**src/rtl/upl_pkg.sv**
```systemverilog
package upl_pkg;

  localparam int MTH_W = 8;

  localparam logic [MTH_W-1:0] M_BASE_HI = 8'h62;
  localparam logic [MTH_W-1:0] M_BASE_LO = 8'h63;
  localparam logic [MTH_W-1:0] M_ORG_Z   = 8'h69;
  localparam logic [MTH_W-1:0] M_ORG_X   = 8'h6A;
  localparam logic [MTH_W-1:0] M_ORG_Y   = 8'h6B;
  localparam logic [MTH_W-1:0] M_LAUNCH  = 8'h6C;
  localparam logic [MTH_W-1:0] M_PAYLOAD = 8'h6D;
  localparam logic [MTH_W-1:0] M_LIMIT   = 8'h7F;

  localparam int N_ORG = 3;

  // Byte address of a word: 64-bit base plus four bytes per cursor step.
  function automatic logic [63:0] word_addr(input logic [31:0] hi,
                                            input logic [31:0] lo,
                                            input logic [63:0] cur);
    return {hi, lo} + (cur << 2);
  endfunction

  // A payload write is executable only in linear mode with a zero origin.
  function automatic logic layout_ok(input logic lin,
                                     input logic [N_ORG-1:0] org_nz);
    return lin && (org_nz == '0);
  endfunction

  function automatic logic idx_legal(input logic [MTH_W-1:0] m);
    return m < M_LIMIT;
  endfunction

endpackage

```
**src/rtl/upl_regs.sv**
```systemverilog
module upl_regs
  import upl_pkg::*;
(
  input  logic             clk,
  input  logic             rst_n,
  input  logic             wr_en,
  input  logic [MTH_W-1:0] wr_idx,
  input  logic [31:0]      wr_val,
  output logic [31:0]      base_hi,
  output logic [31:0]      base_lo,
  output logic [N_ORG-1:0] org_nz,
  output logic             lin_mode
);

  localparam logic [MTH_W-1:0] ORG_IDX [N_ORG] = '{M_ORG_Z, M_ORG_X, M_ORG_Y};

  always_ff @(posedge clk) begin
    if (!rst_n) begin
      base_hi  <= '0;
      base_lo  <= '0;
      lin_mode <= 1'b0;
    end else if (wr_en) begin
      if (wr_idx == M_BASE_HI) base_hi  <= wr_val;
      if (wr_idx == M_BASE_LO) base_lo  <= wr_val;
      if (wr_idx == M_LAUNCH)  lin_mode <= wr_val[0];
    end
  end

  // Origin fields matter only through whether they are zero.
  for (genvar g = 0; g < N_ORG; g++) begin : g_org
    always_ff @(posedge clk) begin
      if (!rst_n)
        org_nz[g] <= 1'b0;
      else if (wr_en && wr_idx == ORG_IDX[g])
        org_nz[g] <= (wr_val != '0);
    end
  end

endmodule

```
**src/rtl/upl_cursor.sv**
```systemverilog
module upl_cursor #(
  parameter int OFF_W = 32
) (
  input  logic             clk,
  input  logic             rst_n,
  input  logic             rearm,
  input  logic             step,
  output logic [OFF_W-1:0] cur
);

  always_ff @(posedge clk) begin
    if (!rst_n)     cur <= '0;
    else if (rearm) cur <= '0;
    else if (step)  cur <= cur + OFF_W'(1);
  end

endmodule

```
**src/rtl/upl_store.sv**
```systemverilog
module upl_store #(
  parameter int ADDR_W = 40
) (
  input  logic              clk,
  input  logic              rst_n,
  input  logic              load,
  input  logic [ADDR_W-1:0] load_addr,
  input  logic [31:0]       load_data,
  output logic              can_take,
  output logic              mem_valid,
  input  logic              mem_ready,
  output logic [ADDR_W-1:0] mem_addr,
  output logic [31:0]       mem_data
);

  assign can_take = !mem_valid || mem_ready;

  always_ff @(posedge clk) begin
    if (!rst_n) begin
      mem_valid <= 1'b0;
      mem_addr  <= '0;
      mem_data  <= '0;
    end else if (load) begin
      mem_valid <= 1'b1;
      mem_addr  <= load_addr;
      mem_data  <= load_data;
    end else if (mem_ready) begin
      mem_valid <= 1'b0;
    end
  end

endmodule

```
**src/rtl/inline_upload_eng.sv**
```systemverilog
module inline_upload_eng
  import upl_pkg::*;
#(
  parameter int ADDR_W = 40,
  parameter int OFF_W  = 32
) (
  input  logic              clk,
  input  logic              rst_n,
  input  logic              cfg_valid,
  output logic              cfg_ready,
  input  logic [7:0]        cfg_method,
  input  logic [31:0]       cfg_wdata,
  output logic              mem_valid,
  input  logic              mem_ready,
  output logic [ADDR_W-1:0] mem_addr,
  output logic [31:0]       mem_data,
  output logic              err_flag
);

  logic             acc, legal, bad_idx, exec_hit, data_hit, store_go, bad_data;
  logic [31:0]      base_hi, base_lo;
  logic [N_ORG-1:0] org_nz;
  logic             lin_mode;
  logic [OFF_W-1:0] cur_off;

  assign acc      = cfg_valid && cfg_ready;
  assign legal    = idx_legal(cfg_method);
  assign bad_idx  = acc && !legal;
  assign exec_hit = acc && cfg_method == M_LAUNCH;
  assign data_hit = acc && cfg_method == M_PAYLOAD;
  assign store_go = data_hit && layout_ok(lin_mode, org_nz);
  assign bad_data = data_hit && !layout_ok(lin_mode, org_nz);

  upl_regs regs_i (
    .clk     (clk),
    .rst_n   (rst_n),
    .wr_en   (acc && legal),
    .wr_idx  (cfg_method),
    .wr_val  (cfg_wdata),
    .base_hi (base_hi),
    .base_lo (base_lo),
    .org_nz  (org_nz),
    .lin_mode(lin_mode)
  );

  upl_cursor #(.OFF_W(OFF_W)) cursor_i (
    .clk  (clk),
    .rst_n(rst_n),
    .rearm(exec_hit),
    .step (store_go),
    .cur  (cur_off)
  );

  upl_store #(.ADDR_W(ADDR_W)) store_i (
    .clk      (clk),
    .rst_n    (rst_n),
    .load     (store_go),
    .load_addr(ADDR_W'(word_addr(base_hi, base_lo, 64'(cur_off)))),
    .load_data(cfg_wdata),
    .can_take (cfg_ready),
    .mem_valid(mem_valid),
    .mem_ready(mem_ready),
    .mem_addr (mem_addr),
    .mem_data (mem_data)
  );

  always_ff @(posedge clk) begin
    if (!rst_n)                    err_flag <= 1'b0;
    else if (exec_hit)             err_flag <= 1'b0;
    else if (bad_idx || bad_data)  err_flag <= 1'b1;
  end

endmodule

```
**config.mk**
```make
export PLATFORM = sky130hd
export DESIGN_NAME = inline_upload_eng
export DESIGN_NICKNAME = d
export VERILOG_FILES = /design/src/rtl/upl_pkg.sv /design/src/rtl/upl_regs.sv /design/src/rtl/upl_cursor.sv /design/src/rtl/upl_store.sv /design/src/rtl/inline_upload_eng.sv
export SDC_FILE = /design/constraint.sdc
export NUM_CORES = 1
export LEC_CHECK = 0
export BUFFER_PORTS_ARGS = -buffer_cell sky130_fd_sc_hd__buf_2
export CAP_MARGIN = 20
export CORE_MARGIN = 3
export CORE_UTILIZATION = 47
export DETAILED_ROUTE_END_ITERATION = 8
export HOLD_SLACK_MARGIN = 0.15
export PLACE_DENSITY = 0.64
export SETUP_SLACK_MARGIN = 0.5
export SLEW_MARGIN = 10
export SYNTH_ARGS = -nofsm -noshare
export SYNTH_HDL_FRONTEND = slang
export SYNTH_SLANG_ARGS = --single-unit
export TNS_END_PERCENT = 100
```
**constraint.sdc**
```tcl
create_clock -name clk -period 3.3 [get_ports clk]
set_clock_uncertainty 0.15 [all_clocks]
set_input_delay 0.495 -clock clk [delete_from_list [all_inputs] [get_ports clk]]
set_output_delay 0.495 -clock clk [all_outputs]
set_load 0.005 [all_outputs]
```
# ---- Yosys cells after proc, flatten, opt, wreduce, memory -nomap -nowiden
# Index checks and enable logic that the tools add are counted.
dict set report totals {
  ff_bits 150
  in_bits 44
  output_inout_bits 75
}
dict set report op_classes {
  add_sub_neg 2
  magnitude_cmp 1
  n_eq_ne 7
  mux 2
  bitwise_logic 1
  reduce_logical 23
}
# op n
set op_table {}
lappend op_table {{8-bit by 7-bit == test with 1-bit output, second input constant} 7}
lappend op_table {{40-bit by 34-bit adder with 40-bit output} 1}
lappend op_table {{32-bit by 1-bit adder with 32-bit output, second input constant} 1}
lappend op_table {{32-bit nonzero test} 1}
lappend op_table {{1-bit logical AND} 11}
lappend op_table {{8-bit by 7-bit < comparator with 1-bit output, second input constant} 1}
lappend op_table {{2-bit AND reduction} 3}
lappend op_table {{1-bit logical NOT} 3}
lappend op_table {{3-bit logical NOT} 1}
lappend op_table {{1-bit logical OR} 2}
lappend op_table {{1-bit two-way mux} 2}
lappend op_table {{2-bit nonzero test} 1}
lappend op_table {{2-bit OR reduction} 1}
lappend op_table {{1-bit NOT} 1}

# ---- Longest topological paths before layout
# Gate-level depths: netlist (run 1).
dict set report depth {
  depth_word 6
  mapped_depth 11
  mapped_depth_nobuf 11
}

# ---- Cells and area by module
# Synthesis (run 1) repeated with hierarchy kept, for this count alone.
dict set report unflattened {
  hier_cells 1031
  hier_area_um2 9117.5
}
# module n_inst cells_each area_per_inst_um2 seq_area_each_um2
set by_module_without_submodules {}
lappend by_module_without_submodules {upl_store 1 236 2841.5 1461.4}
lappend by_module_without_submodules {upl_regs 1 321 2636.3 1361.3}
lappend by_module_without_submodules {inline_upload_eng 1 296 2087.0 20.0}
lappend by_module_without_submodules {upl_cursor 1 178 1552.7 640.6}

# ---- Least setup slack after synthesis (run 1)
# OpenSTA, ideal clock, no wires.
dict set report synth_timing {
  kind {reg-to-reg}
  startpoint {register cursor_i.cur[0]}
  endpoint {register store_i.mem_addr[36]}
  t_arrival_ns 2.700
  required_ns 3.059
  slack_ns 0.359
  stages_incl_launch_ff 12
  path_buffers 0
  path_cell_list {dfxtp_1 ha_1 inv_1 fa_1 nor2b_1 o31a_1 a21oi_1 a211oi_1 o31ai_1 o311ai_1 nand4_1 a311oi_1}
}
dict set report synth_between {
  elab_chain_cells 1
}
# item line
set synth_lines {}
lappend synth_lines {{start, declared} upl_cursor.sv:8} ;# output logic [OFF_W-1:0] cur
lappend synth_lines {{start signal, assigned} upl_cursor.sv:14} ;# else if (step) cur <= cur + OFF_W'(1);
lappend synth_lines {{40-bit by 34-bit adder with 40-bit output} upl_pkg.sv:20} ;# return {hi, lo} + (cur << 2);
lappend synth_lines {{end signal, assigned} upl_store.sv:25} ;# mem_addr <= load_addr;
lappend synth_lines {{end, declared} upl_store.sv:12} ;# output logic [ADDR_W-1:0] mem_addr,
# Every way passes these cells.
# A chain may end at the register's enable or synchronous reset.

# ---- Worst setup path after layout (run 1)
# Ends and elaborated chain as after synthesis.

==> results of run 1 <==
sequential cells by signal (all words and copies together) (netlist names):
register / count
cursor_i.cur: 32
regs_i.org_nz: 3
regs_i.base_lo: 32
store_i.mem_valid: 1
store_i.mem_addr: 40
err_flag: 1
store_i.mem_data: 32
regs_i.base_hi: 8
regs_i.lin_mode: 1
Yosys cell counts, types with 5 or more instances:
cell	number	share of area, %
xnor2_1	19	2.2
nand2_1	199	10
nand3_1	40	2.7
a211oi_1	6	0.60
inv_1	21	1.1
nor4_1	14	1.2
clkbuf_1	47	2.4
a311oi_1	5	0.59
nor2b_1	9	0.75
dfxtp_1	150	40
and3_1	13	1.1
a21o_1	15	1.5
mux2i_1	15	2.0
nor3_1	10	0.67
nor2_1	71	3.6
a21oi_1	138	9.2
nand4_1	19	1.6
o211ai_1	6	0.60
or3_1	16	1.3
xor2_1	20	2.3
o21ai_0	37	2.5
ha_1	33	5.5
cell families (layout without fill, tap and decap cells):
logic type               Yosys count  in the layout  share of synthesized area (%)
flip-flops                       150            150                           40.1
multiplexers                      15             15                           2.01
adder cells (fa/ha/maj)           34             34                           5.79
AND/OR/NAND/NOR                  416            416                           25.8
XOR/XNOR                          39             39                           4.57
buffers and inverters             74            199                           3.75
AO/OA/AOI/OAI                    235            235                           17.9
routing by layer:
layer	up-vias	share of wire, %	wire length (um)	track usage (%)
met5	-	0.060	13	0
li1	3597	-	-	-
met4	2	2.0	435	7.82
met1	3259	49	10500	34.4
met3	29	5.3	1140	5.19
met2	189	44	9450	37.2
cell usage in the layout (no fill, tap or decap), drive strengths merged, types with 16 or more instances in the layout:
| cell type | Yosys | final |
|---|---|---|
| nand2 | 199 | 199 |
| dfxtp | 150 | 150 |
| buf | 6 | 146 |
| a21oi | 138 | 138 |
| nor2 | 71 | 71 |
| nand3 | 41 | 41 |
| o21ai | 39 | 39 |
| ha | 33 | 33 |
| inv | 21 | 21 |
| clkbuf | 47 | 21 |
| xor2 | 20 | 20 |
| nand4 | 19 | 19 |
| xnor2 | 19 | 19 |
| or3 | 16 | 16 |
per-stage QoR:
stage	total power, W	hold WS [ns]
global placement	0.00196	0.286
finish	0.00378	0.181
detailed placement	0.00196	0.292
CTS	0.00381	0.168
floorplan	0.00189	0.287
global route	0.00389	0.175
power by group:
group	leakage [nW]	internal, W	switching, W
registers	1.21	0.00181	0.000000791
logic	2.15	0.0000316	0.0000767
clock network	0.275	0.00109	0.000761
path summary, 6_finish.rpt:
kind	startpoint	end	slack, ns	cells after the start
max	cursor_i.cur[0]$_SDFFE_PP0P_	store_i.mem_addr[36]$_SDFFE_PN0P_	0.55	11
min	cfg_wdata[28]	regs_i.base_lo[28]$_SDFFE_PN0P_	0.18	3
max reg2reg	cursor_i.cur[0]$_SDFFE_PP0P_	store_i.mem_addr[36]$_SDFFE_PN0P_	0.55	11
min reg2reg	store_i.mem_data[13]$_SDFFE_PN0P_	store_i.mem_data[13]$_SDFFE_PN0P_	0.30	2
critical path, stage by stage (launching register included):
cell and delay, ns:
dfxtp_2 0.35, ha_4 0.14, inv_2 0.03, fa_2 0.36, nor2b_2 0.13, o31a_1 0.21
a21oi_4 0.10, a211oi_4 0.30, o31ai_4 0.11, o311ai_4 0.35, nand4_1 0.16, a311oi_2 0.26
layout make-up:
type | instances | share of cell area, %
Sequential cell | 150 | 32.9
Tap cell | 211 | 2.89
Clock inverter | 11 | 1.08
Timing Repair Buffer | 146 | 8.90
Inverter | 21 | 0.877
Clock buffer | 21 | 5.15
Multi-Input combinational cell | 739 | 48.2
what timing repair did:
action / 4_1_cts / 5_1_grt
setup endpoints to repair: 14 / 23
buffers inserted: 3 / 5
resized for setup: 11 / 31
pin swaps: 4 / 12
==> impl_metrics.py, run 1 <==
metrics = {
    "synth": {
        "synth-seq-cells": 150,
        "synthFlopType": "dfxtp_1",
        "avgSynthCellArea_um2": 7.77,
        "async_flop_share_pct": 0,
        "yosys_warnings": 0,
        "ys_types": 60,
        "syn-num-nets": 1041,
        "synth_edf_count": 0,
        "synth_area_mm2": 0.00748,
        "syn_inst": 963,
        "yosysSeqAreaShare_pct": 40.1,
    },
    "routing": {
        "via_per_inst": 5.45,
        "dr_total_vias": 7076,
        "drc": 0,
        "drt_pass1_iterations": 5,
        "wl_per_cell_um": 16.6,
        "ant_nets": 0,
        "drt_iter0_drc": 522,
        "routed_wl_um": 21600,
    },
    "job": {
        "drv_cap": 0,
    },
    "cells_and_area": {
        "seq_area_mm2": 0.00301,
        "finish.utilization_pct": 59.4,
        "syn2layout_area_growth_pct": 22.1,
        "num_antenna_cells": 0,
        "nFillCells": 1437,
        "finalNetCount": 1153,
        "multi_input_area_mm2": 0.00440,
        "final_design_area_no_fill_mm2": 0.00914,
        "stdcell_count": 1299,
        "drive_gt1_share_pct": 20.4,
    },
    "timing": {
        "worstMarginPinSlew_ns": 0.661,
        "rsz0062_at_grt": "yes",
        "finalMaxSlewViolations": 0,
        "tns_ns": 0,
        "setup_ws_ns": 0.548,
        "max_freq_ghz": 0.363,
        "setup_viol": 0,
        "fin_crit_ns": 2.75,
        "finalCritPeriodShare_pct": 83.4,
        "slew_headroom_pct": 55.5,
        "finalHoldViolCount": 0,
    },
    "clock_tree": {
        "cts_buffer_depth": 2,
        "clkTransAtPathRegs_ns": 0.06,
        "cts_made_buffers": 17,
        "cts_htree_levels": 4,
        "clk_latency_ns": 0.42,
        "cts_hold_buf": 0,
        "root_buffer": "clkbuf_16",
        "cts_tree": "built",
        "cts_sinks": 150,
    },
    "place": {
        "place_area_mm2": 0.00833,
        "dp_cells": 1259,
        "dp_slack_ns": 0.235,
        "io_buffers": 118,
        "dp_hpwl_um": 15000,
        "gp_congestion": 0.935,
    },
    "grt": {
        "grt_remaining_overflow": 0,
        "grt_max_degree": 55,
        "antenna_found_initial": 1,
        "grt_use_total_pct": 24.3,
        "grt_pass1_wl_um": 34300,
        "grt_pass1_vias": 6490,
    },
    "power": {
        "p_leak_nw": 3.63,
        "powerDensity_mw_per_mm2": 414,
        "ir_worst_vdd_uv": 348,
    },
    "floorplan": {
        "dieWidth_um": 132,
        "die_height_um": 132,
        "initial_core_util_pct": 48.7,
        "ios": 119,
        "row_count": 45,
        "die_area_mm2": 0.0175,
        "core_mm2": 0.0154,
    },
    "critical_path": {
        "cp.required_ns": 3.48,
        "path_class": "reg2reg",
        "path_max_fanout": 4,
        "critPathArrivalTime_ns": 2.93,
        "end_kind": "flip-flop",
        "start_kind": "flip-flop",
    },
    "hold_path": {
        "min_path_type": "in2reg",
    },
    "status": {
        "outcome": "completed",
    },
}
Power figures use the tool's default switching activity.
==> run 2, diff against run 1 <==
ABC_AREA = 1   (was default)
PLACE_DENSITY = 0.66   (was 0.64)
clock period = 2.52 ns   (was 3.3 ns; I/O delays follow)
==> impl_metrics.py, run 2 <==
metrics = {
    "status": {
        "outcome": "completed",
    },
    "cells_and_area": {
        "largest_reg_flops": 40,
        "nFillCells": 1651,
        "syn2layout_area_growth_pct": 34.4,
        "final_design_area_no_fill_mm2": 0.0117,
        "drive_gt1_share_pct": 28.2,
        "final_cell_mix": "nand2_1, nor2_1, inv_1",
        "layout_commonest_cell": "nand2_1",
        "finalNetCount": 1611,
        "num_antenna_cells": 0,
        "stdcell_count": 1775,
        "top_register": "store_i.mem_addr",
    },
    "place": {
        "gp_congestion": 1.00,
        "dp_hpwl_um": 22200,
        "dp_slack_ns": 0.229,
        "io_buffers": 118,
        "place_area_mm2": 0.00970,
        "dp_cells": 1693,
    },
    "floorplan": {
        "ios": 119,
        "row_count": 49,
        "dieWidth_um": 142,
        "die_area_mm2": 0.0202,
        "die_height_um": 142,
        "core_mm2": 0.0181,
        "initial_core_util_pct": 48.2,
    },
    "critical_path": {
        "r2r-start": "regs_i.base_lo[21]$_SDFFE_PN0P_",
        "start_kind": "flip-flop",
        "path_max_fanout": 4,
        "reg2reg_slack_ns": 0.48,
        "ff2ff_path_depth": 13,
        "critPathArrivalTime_ns": 2.22,
        "cp.required_ns": 2.70,
        "reg2reg_to": "store_i.mem_addr[34]$_SDFFE_PN0P_",
        "path_class": "reg2reg",
        "end_kind": "flip-flop",
    },
    "clock_tree": {
        "cts_made_buffers": 17,
        "cts_sinks": 150,
        "cts_htree_levels": 4,
        "clk_latency_ns": 0.43,
        "cts_tree": "built",
        "clkTransAtPathRegs_ns": 0.07,
        "cts_buffer_depth": 2,
        "root_buffer": "clkbuf_16",
    },
    "synth": {
        "yosys.area.top_type": "dfxtp_1",
        "ys_types": 41,
        "avgSynthCellArea_um2": 6.46,
        "async_flop_share_pct": 0,
        "yosysSeqAreaShare_pct": 34.4,
        "syn_inst": 1350,
        "synth_adder_area_share_pct": 4.96,
        "synthXorXnorAreaFrac_pct": 3.41,
        "synth.most_common_cell": "nand2_1",
        "synth_edf_count": 0,
        "synth_area_mm2": 0.00872,
        "netlist_top_cells_area": "dfxtp_1, nand2_1, nor2_1",
        "synthMuxAreaShare_pct": 0,
        "synthFlopType": "dfxtp_1",
        "syn-num-nets": 1428,
        "yosys_warnings": 0,
        "synth-seq-cells": 150,
        "synth.top_cell.area_share_pct": 34.4,
        "synth-simple-area-share_pct": 33.4,
        "synth-compound-area-share_pct": 14.2,
        "yosys-top-cells-count": "nand2_1, nor2_1, inv_1",
        "synth_top_family_by_area": "simple AND/OR/NAND/NOR gates",
    },
    "routing": {
        "drt_iter0_drc": 600,
        "dr_total_vias": 9420,
        "routed_wl_um": 30400,
        "drc": 0,
        "drt_pass1_iterations": 5,
        "ant_nets": 0,
        "wl_per_cell_um": 17.1,
        "via_per_inst": 5.31,
    },
    "grt": {
        "grt_max_degree": 65,
        "grt_pass1_vias": 8813,
        "grt_pass1_wl_um": 46200,
        "antenna_found_initial": 1,
        "grt_remaining_overflow": 0,
        "grt_use_total_pct": 29.0,
    },
    "hold_path": {
        "min_path_type": "in2reg",
        "hp-start": "cfg_wdata[2]",
        "holdPathStages": 3,
        "whs_endpoint": "store_i.mem_data[2]$_SDFFE_PN0P_",
    },
    "timing": {
        "finalHoldViolCount": 0,
        "setup_viol": 0,
        "max_freq_ghz": 0.490,
        "finalMaxSlewViolations": 0,
        "tns_ns": 0,
        "slew_headroom_pct": 63.1,
        "setup_ws_ns": 0.480,
        "rsz0062_at_grt": "yes",
        "worstMarginPinSlew_ns": 0.553,
        "finalCritPeriodShare_pct": 80.9,
        "hold_ws_ns": 0.175,
        "fin_crit_ns": 2.04,
    },
    "power": {
        "p_leak_nw": 5.47,
        "ir_worst_vdd_uv": 438,
        "powerDensity_mw_per_mm2": 439,
    },
    "job": {
        "drv_cap": 0,
    },
}
## run 2: layer usage
layer	global-route usage (%)	wire length, um	vias to the layer above
li1	-	-	4714
met1	37.7	13100	4304
met2	48.7	14400	347
met3	4.70	1980	55
met4	10.8	878	0
met5	0	0	-
## run 2: timing repair
item / 4_1_cts / 5_1_grt
gates resized for setup: 94 / 162
hold endpoints to repair: 58 / 0
setup buffers: 5 / 14
setup endpoints to repair: 29 / 93
hold buffers: 29 / 0
pin swaps: 9 / 25
cloned: 0 / 2
## run 2: worst max-delay path: stages (launching register included)
cell and delay [ns]:
dfxtp_4 0.37, ha_4 0.26, nand2_1 0.12, inv_1 0.09, nand2_1 0.07, nand2_1 0.12
a21oi_2 0.21, nor2_1 0.06, nor2_1 0.17, nand2_1 0.07, nand2_1 0.07, nand3_2 0.07
nand2_1 0.06, inv_1 0.03
## run 2: cell families after synthesis
group / count (synthesis)
xor+xnor: 34
buf+inv: 206
fa+ha+maj: 34
compound gates: 233
simple gates: 693
flops: 150
## run 2: cell type report
cell class | count | area, um2 | share of cell area (%)
Timing Repair Buffer | 199 | 1340 | 11.4
Clock buffer | 20 | 437 | 3.72
Sequential cell | 150 | 3090 | 26.3
Clock inverter | 12 | 144 | 1.23
Inverter | 170 | 646 | 5.50
Multi-Input combinational cell | 995 | 5790 | 49.4
Tap cell | 229 | 287 | 2.44
## run 2: where the power goes
part	internal [W]	total (W)	switching, W
sequential	0.00236	0.00237	0.00000182
clock	0.00148	0.00258	0.00110
combinational	0.0000818	0.000199	0.000117
total	0.00393	0.00514	0.00122
## run 2: worst max-delay path by stage
stage,from,end,depth (start not counted)
6_report,regs_i.base_lo[21]$_SDFFE_PN0P_,store_i.mem_addr[34]$_SDFFE_PN0P_,13
5_1_grt,regs_i.base_lo[21]$_SDFFE_PN0P_,store_i.mem_addr[34]$_SDFFE_PN0P_,13
4_1_cts,cursor_i.cur[0]$_SDFFE_PP0P_,store_i.mem_addr[34]$_SDFFE_PN0P_,16
3_5_place_dp,cursor_i.cur[2]$_SDFFE_PP0P_,store_i.mem_addr[33]$_SDFFE_PN0P_,13
3_3_place_gp,cursor_i.cur[2]$_SDFFE_PP0P_,store_i.mem_addr[33]$_SDFFE_PN0P_,13
2_1_floorplan,cursor_i.cur[0]$_SDFFE_PP0P_,store_i.mem_addr[26]$_SDFFE_PN0P_,15
## run 2: metrics by stage
step,utilization [%],total power (W)
after global placement,53.6,0.00258
after floorplan,-,0.00250
after global routing,64.9,0.00529
after detailed placement,53.6,0.00258
after CTS,61.0,0.00517
final,64.9,0.00514
